**config.mk**
```make
export PLATFORM = sky130hd
export DESIGN_NAME = dma_desc_fetch
export DESIGN_NICKNAME = d
export VERILOG_FILES = /design/src/rtl/dmadf_pkg.sv /design/src/rtl/dmadf_ctrl.sv /design/src/rtl/dmadf_params.sv /design/src/rtl/dma_desc_fetch.sv
export SDC_FILE = /design/constraint.sdc
export NUM_CORES = 1
export LEC_CHECK = 0
export BUFFER_PORTS_ARGS = -buffer_cell sky130_fd_sc_hd__buf_2
export CAP_MARGIN = 15
export CORE_MARGIN = 2
export CORE_UTILIZATION = 40
export DETAILED_ROUTE_END_ITERATION = 16
export HOLD_SLACK_MARGIN = 0.15
export PLACE_DENSITY = 0.68
export SLEW_MARGIN = 20
export SYNTH_ARGS = -nofsm -noshare
export SYNTH_HDL_FRONTEND = slang
export SYNTH_HIERARCHICAL = 1
export SYNTH_SLANG_ARGS = --single-unit
```
**constraint.sdc**
```tcl
create_clock -name clk -period 8.2 [get_ports clk]
set_input_delay 1.64 -clock clk [delete_from_list [all_inputs] [get_ports clk]]
set_output_delay 1.64 -clock clk [all_outputs]
set_load 0.02 [all_outputs]
```
**src/rtl/dmadf_pkg.sv**
```systemverilog
package dmadf_pkg;

  localparam int FLOW_LSB = 12;
  localparam int SIZE_LSB = 8;

  localparam logic [2:0] FLOW_ARRAY  = 3'd4;
  localparam logic [2:0] FLOW_LIST_S = 3'd6;
  localparam logic [2:0] FLOW_LIST_L = 3'd7;

  typedef enum logic [3:0] {
    SL_NPL, SL_NPH, SL_SAL, SL_SAH, SL_CFG, SL_XC, SL_XM, SL_YC, SL_YM
  } slot_e;

  function automatic logic is_desc(input logic [2:0] flow);
    return (flow == FLOW_ARRAY) || (flow == FLOW_LIST_S) || (flow == FLOW_LIST_L);
  endfunction

  function automatic logic is_list(input logic [2:0] flow);
    return (flow == FLOW_LIST_S) || (flow == FLOW_LIST_L);
  endfunction

  function automatic logic [3:0] slot_total(input logic [2:0] flow);
    if (flow == FLOW_LIST_L)      return 4'd9;
    else if (flow == FLOW_LIST_S) return 4'd8;
    else                          return 4'd7;
  endfunction

  function automatic slot_e slot_at(input logic [2:0] flow, input logic [3:0] idx);
    logic [3:0] pos;
    if (flow == FLOW_LIST_L)      pos = idx;
    else if (flow == FLOW_LIST_S) pos = (idx == 4'd0) ? 4'd0 : idx + 4'd1;
    else                          pos = idx + 4'd2;
    return slot_e'(pos);
  endfunction

endpackage

```
**src/rtl/dmadf_ctrl.sv**
```systemverilog
module dmadf_ctrl
  import dmadf_pkg::*;
(
  input  logic       clk,
  input  logic       rst_n,
  input  logic       cfg_wr,
  input  logic [2:0] wr_flow,
  input  logic [3:0] wr_size,
  input  logic [2:0] cur_flow,
  input  logic [3:0] cur_size,
  input  logic       fetch_req,
  input  logic       mem_valid,
  output logic       busy,
  output logic       word_we,
  output slot_e      slot,
  output logic       last_word,
  output logic       load_list_ptr,
  output logic       fetch_done,
  output logic       size_err
);

  logic       busy_q, busy_d;
  logic [2:0] flow_q, flow_d;
  logic [3:0] words_q, words_d;
  logic [3:0] idx_q, idx_d;
  logic       done_q, done_d;
  logic       err_q, err_d;

  logic       trig_cfg, trig_req, trig, start, err_hit;
  logic [2:0] sel_flow;
  logic [3:0] sel_size, sel_total;

  always_comb begin
    trig_cfg  = cfg_wr && is_desc(wr_flow);
    trig_req  = fetch_req && !busy_q && !err_q && !cfg_wr && is_desc(cur_flow);
    trig      = trig_cfg || trig_req;
    sel_flow  = trig_cfg ? wr_flow : cur_flow;
    sel_size  = trig_cfg ? wr_size : cur_size;
    sel_total = slot_total(sel_flow);
    start     = trig && (sel_size != 4'd0);
    err_hit   = trig && (sel_size == 4'd0);

    word_we       = busy_q && mem_valid;
    last_word     = word_we && (idx_q == words_q - 4'd1);
    slot          = slot_at(flow_q, idx_q);
    load_list_ptr = start && is_list(sel_flow);

    busy_d  = busy_q;
    flow_d  = flow_q;
    words_d = words_q;
    idx_d   = idx_q;
    if (start) begin
      busy_d  = 1'b1;
      flow_d  = sel_flow;
      words_d = (sel_size > sel_total) ? sel_total : sel_size;
      idx_d   = 4'd0;
    end else if (word_we) begin
      idx_d = idx_q + 4'd1;
      if (last_word) busy_d = 1'b0;
    end

    done_d = last_word;

    err_d = err_q;
    if (err_hit)     err_d = 1'b1;
    else if (cfg_wr) err_d = 1'b0;
  end

  always_ff @(posedge clk or negedge rst_n) begin
    if (!rst_n) begin
      busy_q  <= 1'b0;
      flow_q  <= 3'd0;
      words_q <= 4'd0;
      idx_q   <= 4'd0;
      done_q  <= 1'b0;
      err_q   <= 1'b0;
    end else begin
      busy_q  <= busy_d;
      flow_q  <= flow_d;
      words_q <= words_d;
      idx_q   <= idx_d;
      done_q  <= done_d;
      err_q   <= err_d;
    end
  end

  assign busy       = busy_q;
  assign fetch_done = done_q;
  assign size_err   = err_q;

  // an error state never coexists with an active fetch
  assert_err_halts_R10: assert property (@(posedge clk) disable iff (!rst_n)
    err_q |-> !busy_q);

  // completion is a single-cycle pulse
  assert_done_pulse_R8: assert property (@(posedge clk) disable iff (!rst_n)
    done_q |=> !done_q);

  // a fetch ending always produces the pulse
  assert_done_on_end_R8: assert property (@(posedge clk) disable iff (!rst_n)
    $fell(busy_q) |-> done_q);

endmodule

```
**src/rtl/dmadf_params.sv**
```systemverilog
module dmadf_params
  import dmadf_pkg::*;
#(
  parameter int WORD_W = 16,
  localparam int ADDR_W = 2 * WORD_W
)(
  input  logic              clk,
  input  logic              rst_n,
  input  logic              sw_we,
  input  logic [1:0]        sw_sel,
  input  logic [ADDR_W-1:0] sw_data,
  input  logic              load_list_ptr,
  input  logic              word_we,
  input  slot_e             slot,
  input  logic              last_word,
  input  logic [WORD_W-1:0] rdata,
  output logic [ADDR_W-1:0] next_ptr,
  output logic [ADDR_W-1:0] curr_ptr,
  output logic [ADDR_W-1:0] start_addr,
  output logic [WORD_W-1:0] cfg_word,
  output logic [WORD_W-1:0] x_count,
  output logic [WORD_W-1:0] x_modify,
  output logic [WORD_W-1:0] y_count,
  output logic [WORD_W-1:0] y_modify
);

  localparam logic [ADDR_W-1:0] STEP = ADDR_W'(WORD_W / 8);

  logic [ADDR_W-1:0] np_q, np_d, cp_q, cp_d, sa_q, sa_d;
  logic [WORD_W-1:0] cfg_q, cfg_d, xc_q, xc_d, xm_q, xm_d, yc_q, yc_d, ym_q, ym_d;
  logic [WORD_W-1:0] shadow_q, shadow_d;
  logic              pend_q, pend_d;
  logic              wr_np, wr_cp, wr_cfg;

  always_comb begin
    wr_np  = sw_we && (sw_sel == 2'd0);
    wr_cp  = sw_we && (sw_sel == 2'd1);
    wr_cfg = sw_we && (sw_sel == 2'd2);

    np_d = np_q; cp_d = cp_q; sa_d = sa_q;
    cfg_d = cfg_q; xc_d = xc_q; xm_d = xm_q; yc_d = yc_q; ym_d = ym_q;
    shadow_d = shadow_q; pend_d = pend_q;

    if (wr_np) np_d = sw_data;

    if (wr_cp)              cp_d = sw_data;
    else if (load_list_ptr) cp_d = np_q;
    else if (word_we)       cp_d = cp_q + STEP;

    if (wr_cfg) begin
      cfg_d  = sw_data[WORD_W-1:0];
      pend_d = 1'b0;
    end

    if (word_we) begin
      case (slot)
        SL_NPL: np_d[WORD_W-1:0]      = rdata;
        SL_NPH: np_d[ADDR_W-1:WORD_W] = rdata;
        SL_SAL: sa_d[WORD_W-1:0]      = rdata;
        SL_SAH: sa_d[ADDR_W-1:WORD_W] = rdata;
        SL_CFG: begin shadow_d = rdata; pend_d = 1'b1; end
        SL_XC:  xc_d = rdata;
        SL_XM:  xm_d = rdata;
        SL_YC:  yc_d = rdata;
        default: ym_d = rdata;
      endcase
      if (last_word) begin
        pend_d = 1'b0;
        if (slot == SL_CFG) cfg_d = rdata;
        else if (pend_q)    cfg_d = shadow_q;
      end
    end
  end

  always_ff @(posedge clk or negedge rst_n) begin
    if (!rst_n) begin
      np_q <= '0; cp_q <= '0; sa_q <= '0;
      cfg_q <= '0; xc_q <= '0; xm_q <= '0; yc_q <= '0; ym_q <= '0;
      shadow_q <= '0; pend_q <= 1'b0;
    end else begin
      np_q <= np_d; cp_q <= cp_d; sa_q <= sa_d;
      cfg_q <= cfg_d; xc_q <= xc_d; xm_q <= xm_d; yc_q <= yc_d; ym_q <= ym_d;
      shadow_q <= shadow_d; pend_q <= pend_d;
    end
  end

  assign next_ptr   = np_q;
  assign curr_ptr   = cp_q;
  assign start_addr = sa_q;
  assign cfg_word   = cfg_q;
  assign x_count    = xc_q;
  assign x_modify   = xm_q;
  assign y_count    = yc_q;
  assign y_modify   = ym_q;

  // loading the low pointer word leaves the upper half intact
  assert_upper_kept_R6: assert property (@(posedge clk) disable iff (!rst_n)
    (word_we && slot == SL_NPL) |=> np_q[ADDR_W-1:WORD_W] == $past(np_q[ADDR_W-1:WORD_W]));

  // each accepted word moves the read address by one word
  assert_ptr_step_R3: assert property (@(posedge clk) disable iff (!rst_n)
    word_we |=> cp_q == $past(cp_q) + STEP);

endmodule

```
**src/rtl/dma_desc_fetch.sv**
```systemverilog
module dma_desc_fetch
  import dmadf_pkg::*;
#(
  parameter int WORD_W = 16,
  localparam int ADDR_W = 2 * WORD_W
)(
  input  logic              clk,
  input  logic              rst_n,
  input  logic              sw_we,
  input  logic [1:0]        sw_sel,
  input  logic [ADDR_W-1:0] sw_data,
  input  logic              fetch_req,
  output logic              mem_req,
  output logic [ADDR_W-1:0] mem_addr,
  input  logic              mem_valid,
  input  logic [WORD_W-1:0] mem_rdata,
  output logic              busy,
  output logic              fetch_done,
  output logic              size_err,
  output logic [ADDR_W-1:0] next_ptr,
  output logic [ADDR_W-1:0] curr_ptr,
  output logic [ADDR_W-1:0] start_addr,
  output logic [WORD_W-1:0] cfg_word,
  output logic [WORD_W-1:0] x_count,
  output logic [WORD_W-1:0] x_modify,
  output logic [WORD_W-1:0] y_count,
  output logic [WORD_W-1:0] y_modify
);

  logic [1:0] rst_sync_q;
  logic       rst_ns;

  always_ff @(posedge clk or negedge rst_n) begin
    if (!rst_n) rst_sync_q <= 2'b00;
    else        rst_sync_q <= {rst_sync_q[0], 1'b1};
  end
  assign rst_ns = rst_sync_q[1];

  logic  sw_we_ok, cfg_wr, word_we, last_word, load_list_ptr, busy_w;
  slot_e slot;

  assign sw_we_ok = sw_we && !busy_w;
  assign cfg_wr   = sw_we_ok && (sw_sel == 2'd2);

  dmadf_ctrl u_ctrl (
    .clk           (clk),
    .rst_n         (rst_ns),
    .cfg_wr        (cfg_wr),
    .wr_flow       (sw_data[FLOW_LSB+2:FLOW_LSB]),
    .wr_size       (sw_data[SIZE_LSB+3:SIZE_LSB]),
    .cur_flow      (cfg_word[FLOW_LSB+2:FLOW_LSB]),
    .cur_size      (cfg_word[SIZE_LSB+3:SIZE_LSB]),
    .fetch_req     (fetch_req),
    .mem_valid     (mem_valid),
    .busy          (busy_w),
    .word_we       (word_we),
    .slot          (slot),
    .last_word     (last_word),
    .load_list_ptr (load_list_ptr),
    .fetch_done    (fetch_done),
    .size_err      (size_err)
  );

  dmadf_params #(.WORD_W(WORD_W)) u_params (
    .clk           (clk),
    .rst_n         (rst_ns),
    .sw_we         (sw_we_ok),
    .sw_sel        (sw_sel),
    .sw_data       (sw_data),
    .load_list_ptr (load_list_ptr),
    .word_we       (word_we),
    .slot          (slot),
    .last_word     (last_word),
    .rdata         (mem_rdata),
    .next_ptr      (next_ptr),
    .curr_ptr      (curr_ptr),
    .start_addr    (start_addr),
    .cfg_word      (cfg_word),
    .x_count       (x_count),
    .x_modify      (x_modify),
    .y_count       (y_count),
    .y_modify      (y_modify)
  );

  assign busy     = busy_w;
  assign mem_req  = busy_w;
  assign mem_addr = curr_ptr;

  // an unanswered request is held with the same address
  assert_req_hold_R3: assert property (@(posedge clk) disable iff (!rst_ns)
    (mem_req && !mem_valid) |=> (mem_req && $stable(mem_addr)));

  // the active configuration is frozen until the final word
  assert_cfg_frozen_R7: assert property (@(posedge clk) disable iff (!rst_ns)
    (mem_req && !last_word) |=> $stable(cfg_word));

  // no memory traffic while the size error stands
  assert_err_no_req_R10: assert property (@(posedge clk) disable iff (!rst_ns)
    size_err |-> !mem_req);

  // a write arriving during a fetch does not touch the next pointer
  // unless the fetch itself loads a pointer word
  assert_busy_write_ignored_R11: assert property (@(posedge clk) disable iff (!rst_ns)
    (busy_w && sw_we && sw_sel == 2'd0 && !word_we) |=> $stable(next_ptr));

endmodule

```
After elaboration in Yosys (flattened, before gate mapping)
Index checks and enable logic that the tools add are counted.

Shifts and indexed selects: 0. Muxes and demuxes: 31. Divide/modulo/power cells: 0. $lt $le $gt $ge: 1. $mul: 0. Equality and inequality tests: 20. Bitwise logic cells: 1. Reductions and logical operators: 41. $add $sub $neg: 4.

Operator list (number): $mux W32 (5); $mux W16 (7); $mux W4 (9); $add A32 B2 Y32 const B (1); $eq A3 B3 Y1 const B (10); $eq A4 B3 Y1 const B (4); $reduce_and A2 Y1 (8); $logic_and A1 B1 Y1 (14); $logic_not A4 Y1 (3); $mux W1 (9); $eq A4 B2 Y1 const B (2); $reduce_or A8 Y1 (1); $logic_or A1 B1 Y1 (6); $reduce_bool A2 Y1 (3); $add A4 B1 Y4 const B (1); $add A4 B2 Y4 const B (1); $eq A4 B1 Y1 const B (1); $eq A4 B4 Y1 (1); $gt A4 B4 Y1 (1); $reduce_bool A4 Y1 (1); $sub A4 B1 Y4 const B (1); $logic_not A1 Y1 (3); $mux W3 (1); $reduce_bool A3 Y1 (1); other kinds (4) (4).

Output and inout port bits: 212. Memories kept: 0. Input port bits: 55. Word-level logic and storage cells: 116. Memory bits (writable): 0. Bits in registers: 209. Latch bits: 0. ROM bits: 0.

Longest topological paths before layout
Gate-level depths: netlist (run 1).

Depth after elaboration: 11. Mapped depth: 13. Depth with buffers taken out: 11.

By module
Netlist (run 1), hierarchy kept.

Modules (own cells, without submodules): dmadf_params (area each 8917.3 um^2, sequential area each 4829.6 um^2, cells an instance 785, times used 1); dmadf_ctrl (area each 1088.5 um^2, sequential area each 350.3 um^2, cells an instance 115, times used 1); dma_desc_fetch (area each 322.8 um^2, sequential area each 50.0 um^2, cells an instance 38, times used 1).

Worst setup path before layout (run 1)
Ideal clock, no wire load.

Kind: input to register. Start point: input sw_sel[0]. End point: register u_params.cp_q[29] (netlist: u_params/curr_ptr[29]). Buffers on the path: 2. Arrival time: 4.078 ns. Path slack: 4.018 ns. Stages: 11. Library setup time: 0.104 ns. Data required time: 8.096 ns. Cell sequence: and4bb_2 -> nand2_2 -> a21oi_4 -> mux2i_1 -> a41o_4 -> buf_6 -> nor2_1 -> clkbuf_1 -> nor2_1 -> nand2_1 -> o311ai_1.

Word-level cells in the longest chain between the ends: 10. Elaborated cells on any way between the ends: 20. Those cells by class: eq/ne (4); mux (4); reduce/logical (12).

RTL lines: start: declaration (line dma_desc_fetch.sv:10) `input logic [1:0] sw_sel,`; $eq A2 B2 Y1 * (line dma_desc_fetch.sv:43) `assign cfg_wr = sw_we_ok && (sw_sel == 2'd2);`; $logic_and A1 B1 Y1 * (line dma_desc_fetch.sv:43); branches (longest 5 deep; another with $mux W3); $logic_and A1 B1 Y1 * (line dmadf_ctrl.sv:46) `load_list_ptr = start && is_list(sel_flow);`; via load_list_ptr (line dma_desc_fetch.sv:39) `logic sw_we_ok, cfg_wr, word_we, last_word, load_list_ptr, busy_w;`; $mux W32 (line dmadf_params.sv:47) `else if (load_list_ptr) cp_d = np_q;`; $mux W32 (line dmadf_params.sv:46) `if (wr_cp) cp_d = sw_data;`; end signal: assignment (line dmadf_params.sv:77) `np_q <= '0; cp_q <= '0; sa_q <= '0;`; end signal: assignment (line dmadf_params.sv:81) `np_q <= np_d; cp_q <= cp_d; sa_q <= sa_d;`; end: declaration (line dmadf_params.sv:29) `logic [ADDR_W-1:0] np_q, np_d, cp_q, cp_d, sa_q, sa_d;`.

Mark *: on every way through the listed nets, which the timed path passes. A chain may end at the register's enable or synchronous reset.

Worst setup path in the final report (run 1)
Start point: input sw_sel[0]. End point: register u_params.cp_q[29] (netlist: u_params/curr_ptr[29]).

Word-level cells in the longest chain between the ends: 10. Elaborated cells on any way between the ends: 20. Those cells by class: eq/ne (4); mux (4); reduce/logical (12).

RTL lines (line): $eq A2 B2 Y1 * (dma_desc_fetch.sv:43); $logic_and A1 B1 Y1 * (dma_desc_fetch.sv:43); via cfg_wr (dma_desc_fetch.sv:39); branches (longest 5 deep; another with $mux W3); $logic_and A1 B1 Y1 * (dmadf_ctrl.sv:46); via load_list_ptr (dma_desc_fetch.sv:39); $mux W32 (dmadf_params.sv:47); $mux W32 (dmadf_params.sv:46).

Marks and branches as above.

==> impl_metrics.yaml, run 1 <==
power_and_ir_drop:
  max-vdd-ir-drop_v: 0.000220
  p_leak_nw: 5.77
  total_power_mw: 5.48
  power_density_over_the_cells_mw_per_mm2: 440
clock_tree:
  cts_inserted_buffers: 24
  hold_buffers: 0
  cts.repair_timing.setup_buffer_count: 0
  cts.reportedPaths.clkPinSlew_ns: 0.06
  cts_tree: "done"
  cts_buffer_depth: 3
  clock_insertion_delay_worst_skew_ns: 0.52
  cts.sinks: 209
  post_cts.resized_instances: 0
  clock_tree.htree_level_count: 1
  clock_root_buffer: "sky130_fd_sc_hd__clkbuf_16"
logic_synthesis:
  synth_seq_area_share_pct: 50.6
  synth_top_flop_cell: "sky130_fd_sc_hd__dfrtp_1"
  ys_types: 68
  syn_area_sq_mm: 0.0103
  synth.ff_latch_count: 209
  syn-num-nets: 1002
  number_of_instances_in_the_synthesized_netlist: 938
  synth-warning-count: 6
  synth_edf_count: 0
  post_synthesis_average_cell_area_sq_um: 11.0
  synth-async-reset-ratio_pct: 100
placed_design:
  placed_cells_incl_taps: 1449
  postPlaceCellArea_sq_mm: 0.0117
  hpwl_um: 21800
  io_buffer_count: 266
  global_placer_s_final_weighted_congestion: 0.866
floorplanning:
  fp-row-count: 58
  ios: 267
  starting_density_of_the_core_pct: 40.9
  die-height_um: 165
  area_of_the_placeable_core_sq_mm: 0.0253
  floorplan.die.width_um: 165
  die_area_sq_mm: 0.0271
sta:
  finClkSkew_ns: 0.0137
  max_clock_freq_mhz: 213
  worst-slew-pin-transition_ns: 1.05
  maxSlewHeadroom_pct: 29.8
  final-max-slew-violation-count: 0
  setup_viol: 0
  final_min_period_over_clock_period_pct: 57.4
  final.setup.tns_ns: 0
  period_needed_ns: 4.70
  final_hold_viols: 0
  setup_repair_after_global_routing_missed_its_margin: "false"
detailed_routing:
  postRouteAntennaNets: 0
  remaining_drc_errors: 0
  routed_wire_length_per_instance_um: 21.3
  firstDrtPassIters: 6
  wirelength_um: 31700
  drt_first_iter_violations: 686
  vias: 8285
  viasPerCell: 5.55
run:
  maxCapViolations: 0
global_routing:
  number_of_global_route_vias_before_repair: 7991
  antenna_found_initial: 0
  grt.overflow.total: 0
  grt_max_degree: 69
  grt_pass1_wl_um: 47600
  groute.usage.overall_pct: 22.8
final_layout:
  mostFrequentLayoutCell: "sky130_fd_sc_hd__buf_2"
  layout_common_cells: "266 x sky130_fd_sc_hd__buf_2, 208 x sky130_fd_sc_hd__dfrtp_1, 111 x sky130_fd_sc_hd__nand2_1"
  finalNetCount: 1209
  num_antenna_cells: 0
  layout-drive-gt1-share_pct: 38.9
  layoutNonFillerInstCount: 1492
  area_delta_synth_final_pct: 20.6
  fin_area_sq_mm: 0.0125
worst_setup_path:
  critical-path-slowest-cell: "sky130_fd_sc_hd__nor2_1"
  criticalPathCategory: "primary input to register"
  critical_path.startpoint_type: "primary input"
  critPathArrivalTime_ns: 5.11
  critical_path.cell_chain: "buf_2 -> and4bb_2 -> nand2_2 -> a21oi_4 -> mux2i_1 -> a41o_4 -> nor2_4 -> buf_4 -> nor2_1 -> nand2_1 -> o311ai_1"
  timing.critical_path.fanout_max: 38
  worst_path_largest_cell_delay_ns: 0.56
  crit_path_end_kind: "register"
  kind_of_cell_with_the_highest_combined_delay_on_the_critical_path: "simple AND/OR/NAND/NOR gates"
  cp_num_buf_inv: 2
  worst_ep_required_time_ns: 8.61
min_path:
  timing.hold.worst.class: "register to asynchronous set/reset pin"
outcome:
  outcome: "finished clean"
[flip-flops by register name, summed over array words and instances, names as in the netlist, 2 cells and up]
name / count
u_params/x_count: 16
u_params/y_count: 16
u_ctrl/words_q: 4
u_params/y_modify: 16
u_params/x_modify: 16
u_ctrl/idx_q: 4
u_params/cfg_word: 16
u_params/start_addr: 32
u_params/next_ptr: 32
u_ctrl/flow_q: 3
rst_sync_q: 2
u_params/curr_ptr: 32
u_params/shadow_q: 16
[synth_stat cells (10+ instances only)]
master / number / share of area (%)
sky130_fd_sc_hd__a21oi_1: 42 / 2.0
sky130_fd_sc_hd__a32oi_1: 16 / 1.4
sky130_fd_sc_hd__and3_1: 12 / 0.73
sky130_fd_sc_hd__buf_4: 35 / 2.5
sky130_fd_sc_hd__clkbuf_1: 49 / 1.8
sky130_fd_sc_hd__dfrtp_1: 209 / 51
sky130_fd_sc_hd__inv_1: 21 / 0.76
sky130_fd_sc_hd__mux2_2: 104 / 11
sky130_fd_sc_hd__mux2_4: 13 / 1.9
sky130_fd_sc_hd__mux2i_1: 45 / 4.4
sky130_fd_sc_hd__nand2_1: 111 / 4.0
sky130_fd_sc_hd__nand4_1: 11 / 0.67
sky130_fd_sc_hd__nor2_1: 31 / 1.1
sky130_fd_sc_hd__nor3b_1: 10 / 0.73
sky130_fd_sc_hd__o21ai_0: 51 / 2.5
sky130_fd_sc_hd__o221ai_1: 12 / 1.0
sky130_fd_sc_hd__o22ai_1: 18 / 1.1
sky130_fd_sc_hd__xnor2_1: 22 / 1.9
[stage by stage]
step	util, %	setup WS, ns	hold slack [ns]
final	49.3	3.50	0.249
after global routing	49.3	3.34	0.297
after CTS	49.3	3.57	0.265
after detailed placement	46.2	3.04	0.250
after global placement	46.2	3.19	0.257
after floorplan	-	1.94	0.331
[report_power, final]
| part | switching [mW] | internal (mW) |
|---|---|---|
| Combinational | 1.46 | 0.995 |
| Sequential | 0.428 | 1.52 |
| Clock | 0.432 | 0.645 |
[area by class of cell]
type,instances,area [sq um]
clock inverters,10,100
clock buffers,33,686
repair buffers,279,1430
fillers,2350,12800
inverters,22,82.6
multi-input cells,609,4510
flip-flops and latches,209,5230
well taps,330,413
[cell families (layout without fill, tap and decap cells)]
logic type / Yosys count / in the layout / synth area share, %
flops: 209 / 209 / 50.6
xor+xnor: 30 / 30 / 2.54
other cells: 1 / 1 / 0.0363
fa+ha+maj: 9 / 9 / 1.09
compound gates: 176 / 176 / 11.1
buf+inv: 120 / 344 / 5.95
simple gates: 231 / 231 / 11.1
mux: 162 / 162 / 17.6
[path summary, 6_finish.rpt]
| check | slack, ns | cells past startpoint | startpoint | end |
|---|---|---|---|---|
| min in group clk | 0.36 | 0 | rst_sync_q[0] | rst_sync_q[1] |
| setup / recovery | 3.50 | 11 | sw_sel[0] | u_params/curr_ptr[29] |
| setup reg to reg | 4.31 | 10 | u_ctrl/busy | u_params/curr_ptr[29] |
| hold / removal | 0.25 | 0 | rst_sync_q[1] | u_params/start_addr[2] |
| max in group asynchronous | 6.15 | 2 | rst_sync_q[1] | u_params/next_ptr[24] |
| hold reg to reg | 0.25 | 0 | rst_sync_q[1] | u_params/start_addr[2] |
[layer usage]
| layer | wire length (um) | track usage [%] | up-vias |
|---|---|---|---|
| met5 | 0 | 0 | - |
| met4 | 809 | 6.68 | 0 |
| met3 | 2470 | 4.95 | 52 |
| met2 | 14700 | 36.3 | 373 |
| met1 | 13800 | 31.3 | 4118 |
| li1 | - | - | 3742 |
(Power assumes the default switching activity.)
==> inputs of run 2 (changes only) <==
==> constraint.sdc (replaced) <==
create_clock -name clk -period 4.9 [get_ports clk]
set_input_delay 0.98 -clock clk [delete_from_list [all_inputs] [get_ports clk]]
set_output_delay 0.98 -clock clk [all_outputs]
set_load 0.02 [all_outputs]
==> run 2 against run 1 <==
Compared with the run above:
- non-clock buffer count increased by 1
- combinational power increased by 69%
- setup slack got worse by 2.2 ns
- register-to-register slack got worse by 3.0 ns
- clock power increased by 68%
- sequential power increased by 66%
- flip-flop and latch count unchanged
- hold slack got worse by 0.016 ns
- via count increased by 1.1%
==> impl_metrics.yaml, run 2 (synthesis gave the netlist of run 1 again) <==
final_layout:
  fin_area_sq_mm: 0.0125
  layout_common_cells: "266 x sky130_fd_sc_hd__buf_2, 208 x sky130_fd_sc_hd__dfrtp_1, 111 x sky130_fd_sc_hd__nand2_1"
  num_antenna_cells: 0
  final.fill_count: 2339
  layoutNonFillerInstCount: 1493
  mostFrequentLayoutCell: "sky130_fd_sc_hd__buf_2"
  area_delta_synth_final_pct: 20.9
  finalNetCount: 1210
  final_util_pct: 49.4
  layout-drive-gt1-share_pct: 38.7
floorplanning:
  fp-row-count: 58
  area_of_the_placeable_core_sq_mm: 0.0253
  starting_density_of_the_core_pct: 40.9
  floorplan.die.width_um: 165
  ios: 267
  die-height_um: 165
  die_area_sq_mm: 0.0271
sta:
  worst-slew-pin-transition_ns: 1.05
  final_min_period_over_clock_period_pct: 73.7
  maxSlewHeadroom_pct: 29.5
  period_needed_ns: 3.61
  final.setup.tns_ns: 0
  final-max-slew-violation-count: 0
  setup_viol: 0
  max_clock_freq_mhz: 277
  final_hold_viols: 0
  setup_repair_after_global_routing_missed_its_margin: "false"
  final.setup.worst_slack_ns: 1.29
  finClkSkew_ns: 0.0118
detailed_routing:
  firstDrtPassIters: 5
  routed_wire_length_per_instance_um: 21.4
  drt-met1-wl_um: 13900
  vias: 8373
  remaining_drc_errors: 0
  highest-signal-layer: "met4"
  wirelength_um: 31900
  drt_first_iter_violations: 770
  viasPerCell: 5.61
  postRouteAntennaNets: 0
  wire_length_on_met3_um: 2580
  met2_wirelength_um: 14800
power_and_ir_drop:
  p_leak_nw: 5.76
  max-vdd-ir-drop_v: 0.000473
  power_density_over_the_cells_mw_per_mm2: 735
clock_tree:
  cts.repair_timing.setup_buffer_count: 0
  cts.sinks: 209
  clock_insertion_delay_worst_skew_ns: 0.52
  clock_root_buffer: "sky130_fd_sc_hd__clkbuf_16"
  cts_buffer_depth: 3
  clock_tree.htree_level_count: 1
  cts_tree: "done"
  hold_buffers: 0
  cts.reportedPaths.clkPinSlew_ns: 0.06
  cts_inserted_buffers: 24
  post_cts.resized_instances: 0
worst_setup_path:
  worst_ep_required_time_ns: 5.33
  critPathArrivalTime_ns: 4.04
  criticalPathCategory: "register to register"
  timing.critical_path.mode_cell: "sky130_fd_sc_hd__nand2_1"
  cp_num_buf_inv: 1
  critical_path.startpoint_type: "register"
  worst_path_largest_cell_delay_ns: 0.80
  critical_path.cell_chain: "inv_1 -> ha_1 -> a211oi_1 -> nand2_1 -> o21ai_0 -> or4b_1 -> nand2_1 -> o22ai_1 -> a32oi_1"
  kind_of_cell_with_the_highest_combined_delay_on_the_critical_path: "simple AND/OR/NAND/NOR gates"
  critical-path-slowest-cell: "sky130_fd_sc_hd__or4b_1"
  crit_path_end_kind: "register"
  crit_start: "u_ctrl/idx_q[0]"
  timing.critical_path.fanout_max: 18
  timing.rr.start: "u_ctrl/idx_q[0]"
global_routing:
  number_of_global_route_vias_before_repair: 8116
  groute.usage.overall_pct: 23.0
  antenna_found_initial: 0
  grt_pass1_wl_um: 48300
  grt_max_degree: 121
  grt.overflow.total: 0
run:
  maxCapViolations: 0
placed_design:
  placed_cells_incl_taps: 1450
  io_buffer_count: 266
  global_placer_s_final_weighted_congestion: 0.872
  postPlaceCellArea_sq_mm: 0.0117
  hpwl_um: 21800
  dpl_worst_slack_ns: 0.902
outcome:
  outcome: "finished clean"
min_path:
  timing.hold.worst.class: "primary input to asynchronous set/reset pin"
-- run 2: changes by cell type in the layout (fill, tap and decap cells not counted), sizes merged --
cell and delta:
clkinv -6, clkbuf +3, clkinvlp +3, buf +1
-- run 2: area by class of cell --
type	count	area, sq um	share of cell area [%]
multi-input combinational	609	4520	36.2
inverter	22	82.6	0.662
sequential	209	5230	41.9
timing repair buffer	280	1450	11.6
clock inverter	7	92.6	0.742
clock buffer	36	697	5.58
tap	330	413	3.31
-- run 2: per-stage QoR --
| step | hold slack (ns) | total power [mW] |
|---|---|---|
| global route | 0.221 | 9.71 |
| floorplan | 0.331 | 6.05 |
| CTS | 0.223 | 9.21 |
| detailed placement | 0.267 | 7.37 |
| finish | 0.234 | 9.18 |
| global placement | 0.261 | 7.25 |
-- run 2: metal layers --
metal,track usage (%),vias to the layer above
li1,-,3737
met1,32.4,4154
met2,36.3,427
met3,4.67,55
met4,6.25,0
met5,0,-
-- run 2: final timing paths --
path                       slack, ns  depth (start not counted)                    end
min reg2reg                     0.26                          0   u_params/y_modify[2]
max in group asynchronous       3.52                          1  u_params/y_modify[14]
max reg2reg                     1.29                          9  u_params/cfg_word[12]
min                             0.23                          1          rst_sync_q[1]
min in group clk                0.35                          0          rst_sync_q[1]
max                             1.29                          9  u_params/cfg_word[12]
-- run 2: report_power, final --
| group | total (mW) | internal [mW] | switching, mW |
|---|---|---|---|
| registers | 3.22 | 2.54 | 0.685 |
| clock network | 1.81 | 1.09 | 0.722 |
| logic | 4.15 | 1.67 | 2.48 |
| total | 9.18 | 5.29 | 3.88 |
==> inputs of run 3 (changes only) <==
--- a/config.mk
+++ b/config.mk
@@ -5,13 +5,14 @@
 export SDC_FILE = /design/constraint.sdc
 export NUM_CORES = 1
 export LEC_CHECK = 0
+export ABC_AREA = 1
 export BUFFER_PORTS_ARGS = -buffer_cell sky130_fd_sc_hd__buf_2
 export CAP_MARGIN = 15
 export CORE_MARGIN = 2
 export CORE_UTILIZATION = 40
 export DETAILED_ROUTE_END_ITERATION = 16
 export HOLD_SLACK_MARGIN = 0.15
-export PLACE_DENSITY = 0.68
+export PLACE_DENSITY = 0.7
 export SLEW_MARGIN = 20
 export SYNTH_ARGS = -nofsm -noshare
 export SYNTH_HDL_FRONTEND = slang
==> constraint.sdc (replaced) <==
create_clock -name clk -period 3.1 [get_ports clk]
set_input_delay 0.62 -clock clk [delete_from_list [all_inputs] [get_ports clk]]
set_output_delay 0.62 -clock clk [all_outputs]
set_load 0.02 [all_outputs]
==> run 3 against run 2 <==
Compared with the run above:
- synthesized cell count up 46%
- die area up 4.7%
- global-route usage up 1.5 points
- sequential share of layout area down 1.9 points
- maximum frequency up 31%
- flip-flop and latch count unchanged
- critical endpoint is now u_params/curr_ptr[27]
==> impl_metrics.yaml, run 3 <==
detailed_routing:
  firstDrtPassIters: 5
  remaining_drc_errors: 0
  drt_first_iter_violations: 942
  postRouteAntennaNets: 0
  vias: 10200
  viasPerCell: 5.23
  wirelength_um: 35200
  routed_wire_length_per_instance_um: 18.0
sta:
  final.setup.worst_slack_ns: 0.343
  max_clock_freq_mhz: 363
  final.setup.tns_ns: 0
  setup_repair_after_global_routing_missed_its_margin: "false"
  final_min_period_over_clock_period_pct: 88.9
  maxSlewHeadroom_pct: 41.7
  setup_viol: 0
  period_needed_ns: 2.76
  final_hold_viols: 0
  finClkSkew_ns: 0.0101
  final-max-slew-violation-count: 0
  worst-slew-pin-transition_ns: 0.873
clock_tree:
  cts.reportedPaths.clkPinSlew_ns: 0.06
  clock_insertion_delay_worst_skew_ns: 0.51
  cts_inserted_buffers: 23
  cts_buffer_depth: 3
  cts_tree: "done"
  clock_tree.htree_level_count: 1
  cts.sinks: 209
  clock_root_buffer: "sky130_fd_sc_hd__clkbuf_16"
logic_synthesis:
  synthDominantCellAreaShare_pct: 48.3
  synth_seq_area_share_pct: 48.3
  synth-warning-count: 6
  synth_top_flop_cell: "sky130_fd_sc_hd__dfrtp_1"
  syn-num-nets: 1434
  syn_area_sq_mm: 0.0108
  post-synth-top-count-cell: "sky130_fd_sc_hd__nand2_1"
  synth.area.top_cells: "sky130_fd_sc_hd__dfrtp_1 48%, sky130_fd_sc_hd__nand2_1 13%, sky130_fd_sc_hd__o21ai_0 7.3%"
  synth.ff_latch_count: 209
  synth-async-reset-ratio_pct: 100
  synth_edf_count: 0
  synth_top_area_cell: "sky130_fd_sc_hd__dfrtp_1"
  post_synthesis_average_cell_area_sq_um: 7.90
  ys_types: 39
  synth_top_cells_by_count: "375 x sky130_fd_sc_hd__nand2_1, 209 x sky130_fd_sc_hd__dfrtp_1, 158 x sky130_fd_sc_hd__o21ai_0"
  number_of_instances_in_the_synthesized_netlist: 1370
final_layout:
  multiInputGateArea_sq_mm: 0.00453
  num_antenna_cells: 0
  layout_common_cells: "375 x sky130_fd_sc_hd__nand2_1, 266 x sky130_fd_sc_hd__buf_2, 208 x sky130_fd_sc_hd__dfrtp_1"
  mostFrequentLayoutCell: "sky130_fd_sc_hd__nand2_1"
  area_delta_synth_final_pct: 20.8
  layout-drive-gt1-share_pct: 24.0
  finalNetCount: 1662
  ff_latch_area_sq_mm: 0.00523
  final.fill_count: 2601
placed_design:
  global_placer_s_final_weighted_congestion: 0.911
  dpl_worst_slack_ns: 0.174
  hpwl_um: 25500
  io_buffer_count: 266
worst_setup_path:
  critical_path.startpoint_type: "register"
  critPathArrivalTime_ns: 3.20
  worst_ep_required_time_ns: 3.55
  timing.critical_path.fanout_max: 12
  criticalPathCategory: "register to register"
  crit_path_end_kind: "register"
  timing.rr.start: "u_ctrl/busy"
  crit_start: "u_ctrl/busy"
floorplanning:
  fp-row-count: 60
  die-height_um: 169
  ios: 267
  floorplan.die.width_um: 169
  starting_density_of_the_core_pct: 40.4
  die_area_sq_mm: 0.0284
  area_of_the_placeable_core_sq_mm: 0.0268
power_and_ir_drop:
  max-vdd-ir-drop_v: 0.000661
  total_power_mw: 14.2
  power_density_over_the_cells_mw_per_mm2: 1090
  p_leak_nw: 7.00
min_path:
  worstHoldStart: "rst_sync_q[0]"
  timing.hold.worst.class: "register to register"
global_routing:
  groute.usage.overall_pct: 24.5
  antenna_found_initial: 0
  grt_max_degree: 65
  grt.overflow.total: 0
  number_of_global_route_vias_before_repair: 9493
  grt_pass1_wl_um: 54800
outcome:
  outcome: "finished clean"
run:
  maxCapViolations: 0
-- run 3: cell count changes after synthesis, sizes merged, moves of 24 or more --
| cell | delta |
|---|---|
| o211ai | +38 |
| mux2i | -32 |
| o21ai | +116 |
| inv | +131 |
| a21oi | +24 |
| mux2 | -117 |
| nand2 | +287 |
| nor2 | +75 |
| nand3 | +44 |
-- run 3: metrics by stage --
stage | util, % | hold slack, ns | instances | area (sq um)
2_1_floorplan | - | 0.324 | 1370 | 10800
3_3_place_gp | 46.0 | 0.337 | 1913 | 12300
3_5_place_dp | 46.0 | 0.339 | 1913 | 12300
4_1_cts | 48.8 | 0.358 | 1955 | 13100
5_1_grt | 48.8 | 0.360 | 1955 | 13100
6_report | 48.8 | 0.355 | 1955 | 13100
-- run 3: worst max-delay path: stages, from the launching register on --
cell and delay, ns:
sky130_fd_sc_hd__dfrtp_1 0.47, sky130_fd_sc_hd__inv_1 0.10, sky130_fd_sc_hd__nand2_2 0.06, sky130_fd_sc_hd__nor2_2 0.22
sky130_fd_sc_hd__nand2_2 0.10, sky130_fd_sc_hd__clkinv_4 0.10, sky130_fd_sc_hd__nand2_8 0.09, sky130_fd_sc_hd__nand2_2 0.09
sky130_fd_sc_hd__nand2_4 0.06, sky130_fd_sc_hd__nor2_4 0.12, sky130_fd_sc_hd__nand2_4 0.08, sky130_fd_sc_hd__nand3_1 0.10
sky130_fd_sc_hd__inv_1 0.10, sky130_fd_sc_hd__nor2_2 0.17, sky130_fd_sc_hd__nand2_1 0.10, sky130_fd_sc_hd__inv_1 0.31
sky130_fd_sc_hd__buf_4 0.26, sky130_fd_sc_hd__nand2_1 0.08, sky130_fd_sc_hd__nand2_1 0.07
-- run 3: layout make-up --
type,count,area share [%]
tap,341,3.26
clock buffer,29,4.88
sequential,209,40.0
multi-input combinational,916,34.7
inverter,155,4.49
timing repair buffer,293,11.9
clock inverter,12,0.727
-- run 3: worst paths after layout --
kind | end | slack (ns) | cells after the start
worst min register to register | rst_sync_q[1] | 0.36 | 0
worst max register to register | u_params/curr_ptr[27] | 0.34 | 18
worst max-delay path | u_params/curr_ptr[27] | 0.34 | 18
max in group asynchronous | u_params/curr_ptr[30] | 1.80 | 2
min in group asynchronous | u_params/y_modify[5] | 0.37 | 0
worst min-delay path | rst_sync_q[1] | 0.36 | 0
-- run 3: where the power goes --
part           switching [mW]  internal [mW]  total [mW]
Combinational            4.35           2.22        6.58
Sequential               1.06           3.95        5.01
Clock                    1.09           1.54        2.63
Total                    6.51           7.71        14.2
-- run 3: timing repair --
action                                 4_1_cts  5_1_grt
gates resized for setup                      0        0
hold buffers                                 1        0
setup buffers                                0        0
setup endpoints to repair                    0        0
endpoints found under the hold margin        2        0
-- run 3: kinds of logic (layout without fill, tap and decap cells) --
| group | Yosys count | count (layout) | synth area share (%) |
|---|---|---|---|
| muxes | 13 | 13 | 1.20 |
| xor gates and xnor gates | 16 | 16 | 1.29 |
| DFF | 209 | 209 | 48.3 |
| adders and majority gates | 9 | 9 | 1.04 |
| and+or+nand+nor | 572 | 572 | 22.7 |
| AOI/OAI and AO/OA | 305 | 305 | 15.5 |
| other | 1 | 1 | 0.0346 |
| buffers and inverters | 245 | 489 | 9.93 |
-- run 3: metal layers --
metal	GRT usage [%]	wire length [um]	up-vias
met5	0	0	-
met4	7.12	853	0
met2	38.9	16100	439
met3	3.95	2850	53
met1	34.8	15400	4881
li1	-	-	4843
